`src/rtl/vcd_pkg.sv`:
```
package vcd_pkg;

  // Window open count for the chosen select value.
  function automatic int win_open_cnt(input logic sel, input int lo_open, input int hi_open);
    return sel ? hi_open : lo_open;
  endfunction

  // Window close count for the chosen select value.
  function automatic int win_close_cnt(input logic sel, input int lo_close, input int hi_close);
    return sel ? hi_close : lo_close;
  endfunction

  // Inclusive range test used for the window flag.
  function automatic logic in_range(input int val, input int first, input int last);
    return (val >= first) && (val <= last);
  endfunction

endpackage

```
`src/rtl/vcd_edge.sv`:
```
module vcd_edge (
  input  logic clk,
  input  logic rst,
  input  logic tick,
  input  logic sync_in,
  output logic rise_o
);
  logic prev_q;

  always_ff @(posedge clk) begin
    if (rst)       prev_q <= 1'b0;
    else if (tick) prev_q <= sync_in;
  end

  assign rise_o = tick & sync_in & ~prev_q;
endmodule

```
`src/rtl/vcd_counter.sv`:
```
module vcd_counter #(
  parameter int CNT_W     = 10,
  parameter int DRIVE_LEN = 16
) (
  input  logic             clk,
  input  logic             rst,
  input  logic             tick,
  input  logic             restart,
  output logic [CNT_W-1:0] cnt_o,
  output logic             vdrive_o
);
  localparam logic [CNT_W-1:0] DRV_LAST = CNT_W'(DRIVE_LEN);
  localparam logic [CNT_W-1:0] ONE      = CNT_W'(1);

  logic [CNT_W-1:0] cnt_q;
  logic             armed_q;

  always_ff @(posedge clk) begin
    if (rst) begin
      cnt_q   <= '0;
      armed_q <= 1'b0;
    end else if (tick) begin
      cnt_q <= restart ? ONE : cnt_q + ONE;
      if (restart) armed_q <= 1'b1;
    end
  end

  assign cnt_o    = cnt_q;
  assign vdrive_o = armed_q && (cnt_q != '0) && (cnt_q <= DRV_LAST);
endmodule

```
`src/rtl/vcd_mode.sv`:
```
module vcd_mode #(
  parameter int MISS_W = 3
) (
  input  logic clk,
  input  logic rst,
  input  logic tick,
  input  logic sync_rise,
  input  logic at_std,
  input  logic in_win,
  input  logic past_close,
  output logic std_o,
  output logic restart_o,
  output logic coincide_o
);
  localparam logic [MISS_W-1:0] MISS_MAX = {MISS_W{1'b1}};

  logic [MISS_W-1:0] miss_q;
  logic              std_q;
  logic              accept;

  assign coincide_o = tick & sync_rise & at_std;
  assign accept     = sync_rise & in_win;
  assign restart_o  = tick & (std_q ? at_std : (accept | past_close));

  always_ff @(posedge clk) begin
    if (rst) begin
      miss_q <= '0;
      std_q  <= 1'b0;
    end else if (tick) begin
      if (std_q) begin
        if (at_std) begin
          if (sync_rise) begin
            miss_q <= '0;
          end else if (miss_q == MISS_MAX) begin
            miss_q <= '0;
            std_q  <= 1'b0;
          end else begin
            miss_q <= miss_q + 1'b1;
          end
        end
      end else if (accept && at_std) begin
        std_q  <= 1'b1;
        miss_q <= '0;
      end
    end
  end

  assign std_o = std_q;
endmodule

```
`src/rtl/vsync_countdown.sv`:
```
module vsync_countdown #(
  parameter int CNT_W     = 10,
  parameter int STD_COUNT = 525,
  parameter int OPEN_LO   = 464,
  parameter int CLOSE_LO  = 592,
  parameter int OPEN_HI   = 512,
  parameter int CLOSE_HI  = 568,
  parameter int MISS_W    = 3,
  parameter int DRIVE_LEN = 16
) (
  input  logic clk,
  input  logic rst,
  input  logic hl_en,
  input  logic vsync_in,
  input  logic win_sel,
  output logic field_start,
  output logic vdrive,
  output logic std_mode,
  output logic win_active
);
  import vcd_pkg::*;

  localparam logic [CNT_W-1:0] STD_C = CNT_W'(STD_COUNT);

  // Named internal events, visible to the checker.
  logic [CNT_W-1:0] cnt_q;
  logic             sync_rise;
  logic             restart;
  logic             coincide;
  logic             at_std;
  logic             past_close;
  logic [CNT_W-1:0] open_c;
  logic [CNT_W-1:0] close_c;
  logic             fs_q;

  assign open_c     = CNT_W'(win_open_cnt(win_sel, OPEN_LO, OPEN_HI));
  assign close_c    = CNT_W'(win_close_cnt(win_sel, CLOSE_LO, CLOSE_HI));
  assign at_std     = (cnt_q == STD_C);
  assign past_close = (cnt_q >= close_c);
  assign win_active = in_range(int'(cnt_q), int'(open_c), int'(close_c));

  vcd_edge u_edge (
    .clk    (clk),
    .rst    (rst),
    .tick   (hl_en),
    .sync_in(vsync_in),
    .rise_o (sync_rise)
  );

  vcd_mode #(.MISS_W(MISS_W)) u_mode (
    .clk       (clk),
    .rst       (rst),
    .tick      (hl_en),
    .sync_rise (sync_rise),
    .at_std    (at_std),
    .in_win    (win_active),
    .past_close(past_close),
    .std_o     (std_mode),
    .restart_o (restart),
    .coincide_o(coincide)
  );

  vcd_counter #(.CNT_W(CNT_W), .DRIVE_LEN(DRIVE_LEN)) u_cnt (
    .clk     (clk),
    .rst     (rst),
    .tick    (hl_en),
    .restart (restart),
    .cnt_o   (cnt_q),
    .vdrive_o(vdrive)
  );

  always_ff @(posedge clk) begin
    if (rst) fs_q <= 1'b0;
    else     fs_q <= restart;
  end

  assign field_start = fs_q;
endmodule

```
`config.mk`:
```
export PLATFORM = sky130hd
export DESIGN_NAME = vsync_countdown
export DESIGN_NICKNAME = d
export VERILOG_FILES = /design/src/rtl/vcd_pkg.sv /design/src/rtl/vcd_edge.sv /design/src/rtl/vcd_counter.sv /design/src/rtl/vcd_mode.sv /design/src/rtl/vsync_countdown.sv
export SDC_FILE = /design/constraint.sdc
export NUM_CORES = 1
export LEC_CHECK = 0
export CAP_MARGIN = 20
export CORE_MARGIN = 5
export CORE_UTILIZATION = 50
export DETAILED_ROUTE_END_ITERATION = 10
export GPL_ROUTABILITY_DRIVEN = 0
export GPL_TIMING_DRIVEN = 0
export MAX_ROUTING_LAYER = met4
export PLACE_DENSITY = 0.76
export REMOVE_ABC_BUFFERS = 1
export SLEW_MARGIN = 5
export SYNTH_ARGS = -nofsm -noshare
export SYNTH_HDL_FRONTEND = slang
export SYNTH_SLANG_ARGS = --single-unit
export TNS_END_PERCENT = 100
```
`constraint.sdc`:
```
create_clock -name clk -period 3.7 [get_ports clk]
set_clock_uncertainty 0.1 [all_clocks]
set_input_delay 0.74 -clock clk [delete_from_list [all_inputs] [get_ports clk]]
set_output_delay 0.74 -clock clk [all_outputs]
set_load 0.05 [all_outputs]
```
# Word-level counts from Yosys, hierarchy flattened
# Index checks and enable logic that the tools add are counted.
# word_totals
regBits,17
inputBits,5
out_inout_bits,4
elab_cells,43
# classes
add_sub_neg,2
order_cmp,4
eq_ne,3
n_mux,14
bitwise,6
reduce_logical,8
# ops
operator,n
$ge 10x10->1,2
$mux 10,2
$mux 3,5
$add 10x1->10 const B,1
$eq 10x10->1 const B,1
$le 10x10->1,1
$le 10x5->1 const B,1
$reduce_bool 10->1,1
$mux 7,1
$mux 1,6
$and 1x1->1,4
$logic_and 1x1->1,4
$add 3x1->3 const B,1
$eq 3x3->1 const B,1
$reduce_and 3->1,1
$ne 2x1->1 const B,1
$reduce_and 2->1,1
$reduce_bool 2->1,1
$not 1->1,1
$or 1x1->1,1

# Depth between registers and ports, before layout
# Gate-level depths: netlist of run 1.
# depth
depth_word,8
mapped_depth,9
mapped_depth_nobuf,8

# By module
# A second synthesis of run 1 with hierarchy kept.
# unflattened
cells_unflattened,127
hier_area_um2,1062.3
# by_module_without_submodules
module,instances,cells_each,area_per_inst_um2,seq_area_each_um2
vcd_counter,1,60,531.8,220.2
vsync_countdown,1,35,266.5,20.0
vcd_mode,1,27,221.5,80.1
vcd_edge,1,5,42.5,20.0

# Least setup slack after synthesis of run 1
# OpenSTA, ideal clock, no wires.
# synth_timing
kind,input to output
startpoint,input win_sel
endpoint,output win_active
arrival_time_ps,2760
required_ps,2860
slack_ps,100
stages,5
n_path_buf,0
path_cell_list,ha_1 -> nor4bb_1 -> nand4_1 -> o21ai_1 -> a21boi_0
# synth_between
elab_chain_len,3
word_cells_on_any_way,5
cone_classes,order compare: 2; mux: 2; reduce/logical: 1
# synth_rtl
item,line_no,rtl
start: declaration,vsync_countdown.sv:15,"input logic win_sel,"
$mux 10 or $mux 7 (tied branches),"vcd_pkg.sv:5, vcd_pkg.sv:10",
$ge 10x10->1 or $le 10x10->1 (tied branches),vcd_pkg.sv:15,return (val >= first) && (val <= last);
$logic_and 1x1->1 (*),vcd_pkg.sv:15,
end: declaration,vsync_countdown.sv:19,output logic win_active
# Every way passes the cells marked *; elsewhere a longest branch is shown, timed or not.

# Worst setup path after layout of run 1
# Ends and elaborated chain as after synthesis.

==> results of run 1 <==
==> cells in the mapped netlist, drive strengths merged, types with 3 or more instances <==
cell type / count
a21oi: 9
o21ai: 4
dfxtp: 17
ha: 12
nor3: 8
nor2b: 3
nand2: 13
inv: 5
clkbuf: 3
nor2: 11
nand4: 4
xor2: 3
xnor2: 5
==> final timing paths <==
path / end
setup / recovery: win_active
hold / removal: u_cnt.armed_q
setup reg to reg: u_cnt.cnt_o[7]
hold reg to reg: u_cnt.armed_q
==> worst reg2reg max path, delay by kind of cell, from the launching register on <==
family                     cells  cell delay, ns
DFF                            1            0.40
and+or+nand+nor                4            0.89
adders and majority gates      1            0.27
AOI/OAI and AO/OA              2            0.71
buffers and inverters          1            0.10
==> state kept, by name, summed over array words and instances (netlist names) <==
register / count
field_start: 1
u_mode.std_o: 1
u_cnt.armed_q: 1
u_edge.prev_q: 1
u_mode.miss_q: 3
u_cnt.cnt_o: 10
==> per-layer routing <==
metal,up-vias,wire length (um),GRT usage [%]
li1,473,-,-
met1,412,973,16.28
met2,9,1077,25.74
met3,2,81,5.057
met4,0,14,1.987
met5,-,0,-
==> what timing repair did <==
item	4_1_cts	5_1_grt
gates resized for setup	7	1
endpoints found under the setup margin	1	1
hold endpoints to repair	0	0
==> power groups by stage <==
| stage | Sequential [uW] | Combinational, uW | Clock (uW) |
|---|---|---|---|
| 2_1_floorplan | 193 | 19.8 | 0 |
| 5_1_grt | 190 | 37.5 | 108 |
| 6_report | 189 | 33.6 | 98.2 |
| 4_1_cts | 189 | 33.6 | 103 |
| 3_3_place_gp | 194 | 32.9 | 0 |
| 3_5_place_dp | 194 | 33.6 | 0 |
==> per-stage QoR <==
| stage | utilization, % | hold slack [ns] |
|---|---|---|
| finish | 56.96 | 0.3874 |
| global route | 56.96 | 0.4045 |
| CTS | 56.84 | 0.3867 |
| detailed placement | 55.56 | 0.3635 |
| global placement | 55.56 | 0.3557 |
| floorplan | - | 0.3414 |
==> area by class of cell <==
type,instances,area [um^2],share of cell area (%)
multi-input cells,100,725.7,59.30
flip-flops and latches,17,340.3,27.81
clock buffers,4,26.28,2.147
repair buffers,8,77.57,6.339
well taps,28,35.03,2.863
inverters,5,18.77,1.534
==> cell families (layout without fill, tap and decap cells) <==
logic type / Yosys count / count (layout) / synth area share, %
adder cells (fa/ha/maj): 12 / 12 / 13.67
XOR/XNOR: 8 / 8 / 6.378
multiplexers: 1 / 1 / 0.9112
AND/OR/NAND/NOR: 53 / 53 / 28.93
flip-flops: 17 / 17 / 30.98
AO/OA/AOI/OAI: 26 / 26 / 15.60
buffers and inverters: 10 / 17 / 3.530
==> results.sh, run 1 <==
export IMPL_htreeDepth=1
export IMPL_cts_root_buf="clkbuf_4"
export IMPL_setup_tns_ns=0
export IMPL_cts_made_buffers=3
export IMPL_final_common_cell="dfxtp_1"
export IMPL_seqPwrFrac_pct=59.0
export IMPL_yosysTopAreaCell="dfxtp_1"
export IMPL_via_per_inst=5.531
export IMPL_fin_crit_sh_pct=97.66
export IMPL_insertion_delay_ns=0.29
export IMPL_cpPeakStageDelay_ns=0.59
export IMPL_r2r_slack_ns=1.16
export IMPL_path_class="primary input to primary output"
export IMPL_syn_area_um2=1099
export IMPL_setup_ws_ns=0.08669
export IMPL_yosys_top_cells_area="dfxtp_1 (31%), ha_1 (14%), a21oi_1 (4.1%), nand2_1 (4.1%), xnor2_1 (4.0%)"
export IMPL_reg2reg_depth=8
export IMPL_via_count=896
export IMPL_drv_cap=0
export IMPL_worstMarginPinSlew_ns=0.6271
export IMPL_holdCritStartpoint="u_cnt.armed_q"
export IMPL_worstPathArrival_ns=2.77
export IMPL_drc=0
export IMPL_cp_buffers_inverters=3
export IMPL_grt_max_degree=18
export IMPL_synth_area_per_cell_um2=8.650
export IMPL_clockPowerShare_pct=30.6
export IMPL_drive_gt1_share_pct=7.463
export IMPL_cellPowerDensity_nw_per_um2=262.4
export IMPL_cts_tree="built"
export IMPL_drtPass1Iterations=4
export IMPL_final_cell_mix="dfxtp_1 (17), nand2_1 (12), ha_1 (12)"
export IMPL_grt_pass1_wl_um=3663
export IMPL_area_growth_pct=11.39
export IMPL_timing_slew_headroom_pct=58.06
export IMPL_end_kind="primary output"
export IMPL_power_internal_uw=243.4
export IMPL_track_usage_pct=14.60
export IMPL_grt_setup_unrepaired="no"
export IMPL_grt_pass1_vias=857
export IMPL_cp_slowest_cell="clkdlybuf4s50_1"
export IMPL_cts_hold_buf=0
export IMPL_drtIter0Drc=14
export IMPL_ys_seq_area_share_pct=30.98
export IMPL_switching_power_uw=77.77
export IMPL_portBuffers=8
export IMPL_startpoint="win_sel"
export IMPL_placed_area_um2=1194
export IMPL_hp_class="flip-flop to flip-flop"
export IMPL_coreArea_um2=2148
export IMPL_die_x_um=56.88
export IMPL_ys_seq_elements=17
export IMPL_dieArea_um2=3235
export IMPL_crit_path_cell_trace="clkdlybuf4s50_1 > inv_1 > ha_1 > and3b_1 > o21a_1 > o21ai_1 > a21boi_0 > clkbuf_4"
export IMPL_antenna_found_initial=0
export IMPL_timing_rr_start="u_cnt.cnt_o[3]"
export IMPL_preCtsSetupSlack_ns=-0.5519
export IMPL_outcome="finished clean"
export IMPL_drt_wirelength_per_cell_um=13.25
export IMPL_p_leak_uw=0.0004696
export IMPL_path_clk_slew_ns=0.09
export IMPL_slew_violations=0
export IMPL_synth_ff_type="dfxtp_1"
export IMPL_cts_buffer_depth=2
export IMPL_placed_cells=158
export IMPL_rows=17
export IMPL_nFillCells=206
export IMPL_routed_wl_um=2147
export IMPL_die_h_um=56.88
export IMPL_synth_edf_count=0
export IMPL_synth_cells=127
export IMPL_synth_cell_type_count=41
export IMPL_fin_crit_ns=3.613
export IMPL_fmax_ghz=0.2768
export IMPL_path_max_fanout=5
export IMPL_cp_required_ns=2.86
export IMPL_initial_core_util_pct=51.14
export IMPL_sw_frac_of_total_pct=24.22
export IMPL_final_cell_count_no_fill=162
export IMPL_fin_nets=152
export IMPL_postCtsSetupBuffers=0
export IMPL_final_hold_violation_count=0
export IMPL_diodes=0
export IMPL_p_total_uw=321.1
export IMPL_ys_warn_count=0
export IMPL_finish_instance_area_um2=1224
export IMPL_path_delay_family="buffers and inverters"
export IMPL_setup_viol=0
export IMPL_ant_nets=0
export IMPL_numClockSinks=17
export IMPL_async_reset_ff_share_pct=0
export IMPL_crit_path_start_kind="primary input"
export IMPL_peakVddDrop_mv=0.1856
export IMPL_yosysTopAreaCellShare_pct=30.98
export IMPL_whs_path_depth=1
export IMPL_grt_overflow_total=0
export IMPL_place_detailed_hpwl_um=1674
export IMPL_path_depth=8
export IMPL_ios=9
export IMPL_combPwrFrac_pct=10.5
(Power assumes the default switching activity.)
==> run 2, diff against run 1 <==
--- a/config.mk
+++ b/config.mk
@@ -11,8 +11,8 @@
 export DETAILED_ROUTE_END_ITERATION = 10
 export GPL_ROUTABILITY_DRIVEN = 0
 export GPL_TIMING_DRIVEN = 0
-export MAX_ROUTING_LAYER = met4
 export PLACE_DENSITY = 0.76
+export RECOVER_POWER = 100
 export REMOVE_ABC_BUFFERS = 1
 export SLEW_MARGIN = 5
 export SYNTH_ARGS = -nofsm -noshare
==> run 2 against run 1 <==
Critical path type unchanged. First-iteration DRC count decreased by 7.1%. Via count increased by 1.6%. Sequential share of layout area increased by 0.26 points. Total power decreased by 0.28%. Global-route usage decreased by 0.39 points.
==> results.sh, run 2 (same netlist as run 1, synthesis figures left out) <==
export IMPL_cts_tree="built"
export IMPL_whs_path_depth=1
export IMPL_cellPowerDensity_nw_per_um2=264.1
export IMPL_cts_made_buffers=3
export IMPL_grt_overflow_total=0
export IMPL_path_max_fanout=5
export IMPL_cts_buffer_depth=2
export IMPL_initial_core_util_pct=51.14
export IMPL_switching_power_uw=77.43
export IMPL_rows=17
export IMPL_slew_violations=0
export IMPL_hold_path_endpoint="u_cnt.armed_q"
export IMPL_routed_top_layer="met4"
export IMPL_place_detailed_hpwl_um=1674
export IMPL_cts_hold_buf=0
export IMPL_end_kind="primary output"
export IMPL_antenna_found_initial=0
export IMPL_diodes=0
export IMPL_path_clk_slew_ns=0.09
export IMPL_ios=9
export IMPL_r2r_slack_ns=0.78
export IMPL_clockPowerShare_pct=30.6
export IMPL_grt_max_degree=18
export IMPL_fin_crit_ns=3.625
export IMPL_largest_reg_flops=10
export IMPL_combPwrFrac_pct=10.3
export IMPL_hold_worst_slack_ns=0.3859
export IMPL_via_per_inst=5.617
export IMPL_drtPass1Iterations=4
export IMPL_placed_cells=158
export IMPL_final_hold_violation_count=0
export IMPL_timing_rr_start="u_cnt.cnt_o[4]"
export IMPL_cp_required_ns=2.86
export IMPL_portBuffers=8
export IMPL_route_met3_wl_um=84
export IMPL_fin_nets=152
export IMPL_holdCritStartpoint="u_cnt.armed_q"
export IMPL_htreeDepth=1
export IMPL_dr_wl_met2_um=1103
export IMPL_coreArea_um2=2148
export IMPL_setup_viol=0
export IMPL_die_x_um=56.88
export IMPL_hp_class="flip-flop to flip-flop"
export IMPL_seqPwrFrac_pct=59.1
export IMPL_reg2reg_depth=8
export IMPL_outcome="finished clean"
export IMPL_grt_pass1_wl_um=3663
export IMPL_die_h_um=56.88
export IMPL_numClockSinks=17
export IMPL_power_internal_uw=242.8
export IMPL_timing_slew_headroom_pct=33.30
export IMPL_worstPathArrival_ns=2.78
export IMPL_cts_root_buf="clkbuf_4"
export IMPL_drv_cap=0
export IMPL_dieArea_um2=3235
export IMPL_drive_gt1_share_pct=6.716
export IMPL_final_cell_count_no_fill=162
export IMPL_grt_pass1_vias=857
export IMPL_final_cell_mix="dfxtp_1 (17), nand2_1 (12), ha_1 (12)"
export IMPL_path_class="primary input to primary output"
export IMPL_postCtsSetupBuffers=0
export IMPL_sw_frac_of_total_pct=24.18
export IMPL_drtIter0Drc=13
export IMPL_worstMarginPinSlew_ns=0.9983
export IMPL_p_leak_uw=0.0004788
export IMPL_worstReg2RegEnd="field_start"
export IMPL_final_core_util_pct=56.44
export IMPL_fmax_ghz=0.2759
export IMPL_routed_wl_um=2149
export IMPL_insertion_delay_ns=0.28
export IMPL_final_common_cell="dfxtp_1"
export IMPL_area_growth_pct=10.36
export IMPL_via_count=910
export IMPL_track_usage_pct=14.22
export IMPL_crit_path_start_kind="primary input"
export IMPL_nFillCells=208
export IMPL_wl_met1_um=946
export IMPL_drt_wirelength_per_cell_um=13.27
export IMPL_ant_nets=0
export IMPL_grt_setup_unrepaired="no"
export IMPL_drc=0
export IMPL_peakVddDrop_mv=0.1850
export IMPL_fin_crit_sh_pct=97.97
-- run 2: cell types whose count changed in the layout (fill, tap and decap cells not counted) --
cell and change:
clkdlybuf4s50_1 -4, dlygate4sd3_1 +4, nor3b_1 +1, nor3b_4 -1
-- run 2: how the worst max path moves through the flow --
stage	start	endpoint	cells after the start
2_1_floorplan	win_sel	win_active	5
3_3_place_gp	win_sel	win_active	7
3_5_place_dp	win_sel	win_active	7
4_1_cts	win_sel	win_active	8
5_1_grt	win_sel	win_active	8
6_report	win_sel	win_active	8
-- run 2: routing by layer --
layer	vias up	GRT usage, %
met3	2	5.057
met2	11	25.74
met5	-	0
li1	473	-
met4	0	1.987
met1	424	16.28
-- run 2: worst max-delay path: stages --
cell             delay, ns
clkdlybuf4s50_1       0.60
inv_1                 0.12
ha_1                  0.33
and3b_1               0.18
o21a_1                0.16
o21ai_1               0.18
a21boi_0              0.22
clkbuf_4              0.26
-- run 2: area by class of cell --
class	instances	area (um^2)	area share, %
Multi-Input combinational cell	100	714.4	58.93
Sequential cell	17	340.3	28.07
Timing Repair Buffer	8	77.57	6.398
Tap cell	28	35.03	2.890
Clock buffer	4	26.28	2.167
Inverter	5	18.77	1.548
-- run 2: per-stage QoR --
step | area (um^2) | setup slack [ns] | setup TNS [ns] | power (uW)
3_5_place_dp | 1194 | -0.5519 | -0.5519 | 227.3
3_3_place_gp | 1194 | -0.4307 | -0.4307 | 226.4
6_report | 1212 | 0.07508 | 0 | 320.2
2_1_floorplan | 1079 | 0.1048 | 0 | 212.6
5_1_grt | 1212 | 0.01755 | 0 | 334.7
4_1_cts | 1221 | 0.08063 | 0 | 325.5
-- run 2: what timing repair did --
action	in CTS	in global routing
gates cloned	0	0
setup endpoints to repair	1	1
resized for setup	7	1
-- run 2: power groups by stage --
| stage | Clock, uW | Sequential (uW) | Combinational, uW |
|---|---|---|---|
| global route | 108 | 190 | 36.9 |
| CTS | 103 | 189 | 33.6 |
| finish | 98.0 | 189 | 32.9 |
| global placement | 0 | 194 | 32.9 |
| detailed placement | 0 | 194 | 33.6 |
| floorplan | 0 | 193 | 19.8 |
==> run 3, diff against run 2 <==
--- a/config.mk
+++ b/config.mk
@@ -6,10 +6,9 @@
 export NUM_CORES = 1
 export LEC_CHECK = 0
 export CAP_MARGIN = 20
-export CORE_MARGIN = 5
+export CORE_MARGIN = 1
 export CORE_UTILIZATION = 50
 export DETAILED_ROUTE_END_ITERATION = 10
-export GPL_ROUTABILITY_DRIVEN = 0
 export GPL_TIMING_DRIVEN = 0
 export PLACE_DENSITY = 0.76
 export RECOVER_POWER = 100
==> run 3 against run 2 <==
Final cell count is 0.62% lower. Via count is 0.44% higher. Global-route usage is 5.4 points higher. Utilization is 3.9 points higher. Maximum frequency is 1.6% higher. Critical endpoint unchanged.
==> results.sh, run 3 (same netlist as run 1, synthesis figures left out) <==
export IMPL_antenna_found_initial=0
export IMPL_die_x_um=48.88
export IMPL_drt_wirelength_per_cell_um=13.14
export IMPL_hp_class="flip-flop to flip-flop"
export IMPL_setup_viol=0
export IMPL_p_leak_uw=0.0004809
export IMPL_final_hold_violation_count=0
export IMPL_crit_path_start_kind="primary input"
export IMPL_placed_area_um2=1192
export IMPL_fin_crit_sh_pct=96.45
export IMPL_grt_max_degree=18
export IMPL_worstPathArrival_ns=2.73
export IMPL_cellPowerDensity_nw_per_um2=264.0
export IMPL_cp_required_ns=2.86
export IMPL_portBuffers=8
export IMPL_cts_resized=7
export IMPL_path_max_fanout=5
export IMPL_end_kind="primary output"
export IMPL_final_common_cell="dfxtp_1"
export IMPL_final_cell_count_no_fill=161
export IMPL_die_h_um=48.88
export IMPL_via_per_inst=5.677
export IMPL_drive_gt1_share_pct=8.209
export IMPL_cts_root_buf="clkbuf_4"
export IMPL_cts_tree="built"
export IMPL_numClockSinks=17
export IMPL_drtIter0Drc=11
export IMPL_final_cell_mix="dfxtp_1 (17), nand2_1 (12), ha_1 (12)"
export IMPL_final_core_util_pct=60.33
export IMPL_rows=16
export IMPL_coreArea_um2=2022
export IMPL_p_total_uw=322.1
export IMPL_slew_violations=0
export IMPL_routabilityCongestion=0.8323
export IMPL_nFillCells=200
export IMPL_cts_hold_buf=0
export IMPL_peakVddDrop_mv=0.2213
export IMPL_fin_nets=152
export IMPL_path_clk_slew_ns=0.09
export IMPL_initial_core_util_pct=54.33
export IMPL_insertion_delay_ns=0.29
export IMPL_fmax_ghz=0.2802
export IMPL_cts_made_buffers=3
export IMPL_area_growth_pct=11.05
export IMPL_diodes=0
export IMPL_placed_cells=157
export IMPL_htreeDepth=1
export IMPL_outcome="finished clean"
export IMPL_via_count=914
export IMPL_timing_slew_headroom_pct=57.79
export IMPL_drc=0
export IMPL_routed_wl_um=2115
export IMPL_worstMarginPinSlew_ns=0.6312
export IMPL_grt_overflow_total=0
export IMPL_ios=9
export IMPL_track_usage_pct=19.59
export IMPL_setup_tns_ns=0
export IMPL_grt_pass1_vias=845
export IMPL_fin_crit_ns=3.569
export IMPL_ant_nets=0
export IMPL_postCtsSetupBuffers=0
export IMPL_largest_reg_flops=10
export IMPL_drv_cap=0
export IMPL_path_class="primary input to primary output"
export IMPL_dieArea_um2=2389
export IMPL_place_detailed_hpwl_um=1631
export IMPL_r2r_slack_ns=1.09
export IMPL_grt_pass1_wl_um=3698
export IMPL_cts_buffer_depth=2
export IMPL_drtPass1Iterations=4
export IMPL_grt_setup_unrepaired="no"
export IMPL_finish_instance_area_um2=1220
[run 3: cell count changes in the layout (fill, tap and decap cells not counted)]
cell,delta
nor3b_2,+1
o21ai_2,+1
o21ai_1,-1
nor3b_1,-1
[run 3: power by group]
part | internal, uW | leakage, uW | total [uW] | switching [uW]
Sequential | 186 | 0.000138 | 189 | 3.84
Clock | 41.9 | 0.0000150 | 99.2 | 57.2
Combinational | 15.3 | 0.000328 | 33.4 | 18.1
Total | 243 | 0.000481 | 322 | 79.2
[run 3: area by class of cell]
cell class | count | area [um^2] | area share (%)
clock buffers | 4 | 26.28 | 2.154
repair buffers | 8 | 77.57 | 6.359
inverters | 5 | 18.77 | 1.538
well taps | 27 | 33.78 | 2.769
flip-flops and latches | 17 | 340.3 | 27.90
multi-input cells | 100 | 723.2 | 59.28
[run 3: stage by stage]
| stage | hold WS, ns | setup WS [ns] |
|---|---|---|
| after floorplan | 0.3414 | 0.1048 |
| after global placement | 0.3616 | -0.4353 |
| after detailed placement | 0.3553 | -0.4987 |
| after CTS | 0.3808 | 0.07386 |
| after global routing | 0.3916 | 0.02756 |
| final | 0.3754 | 0.1313 |
[run 3: worst paths after layout]
kind	to	start	depth (start not counted)
max	win_active	win_sel	8
min	u_cnt.armed_q	u_cnt.armed_q	1
max reg2reg	u_cnt.cnt_o[8]	u_cnt.cnt_o[4]	8
min reg2reg	u_cnt.armed_q	u_cnt.armed_q	1
[run 3: critical path, cell delays in order]
cell and delay [ns]:
clkdlybuf4s50_1 0.59, inv_1 0.12, ha_1 0.35, and3b_1 0.18
o21a_1 0.17, o21ai_2 0.14, a21boi_0 0.19, clkbuf_4 0.25
[run 3: routing by layer]
layer / track usage [%] / share of wire (%) / up-vias
met5: 0 / 0 / -
met4: 2.941 / 0.47 / 0
met3: 5.607 / 3.1 / 2
met2: 32.64 / 46 / 15
met1: 25.48 / 51 / 422
li1: - / - / 475
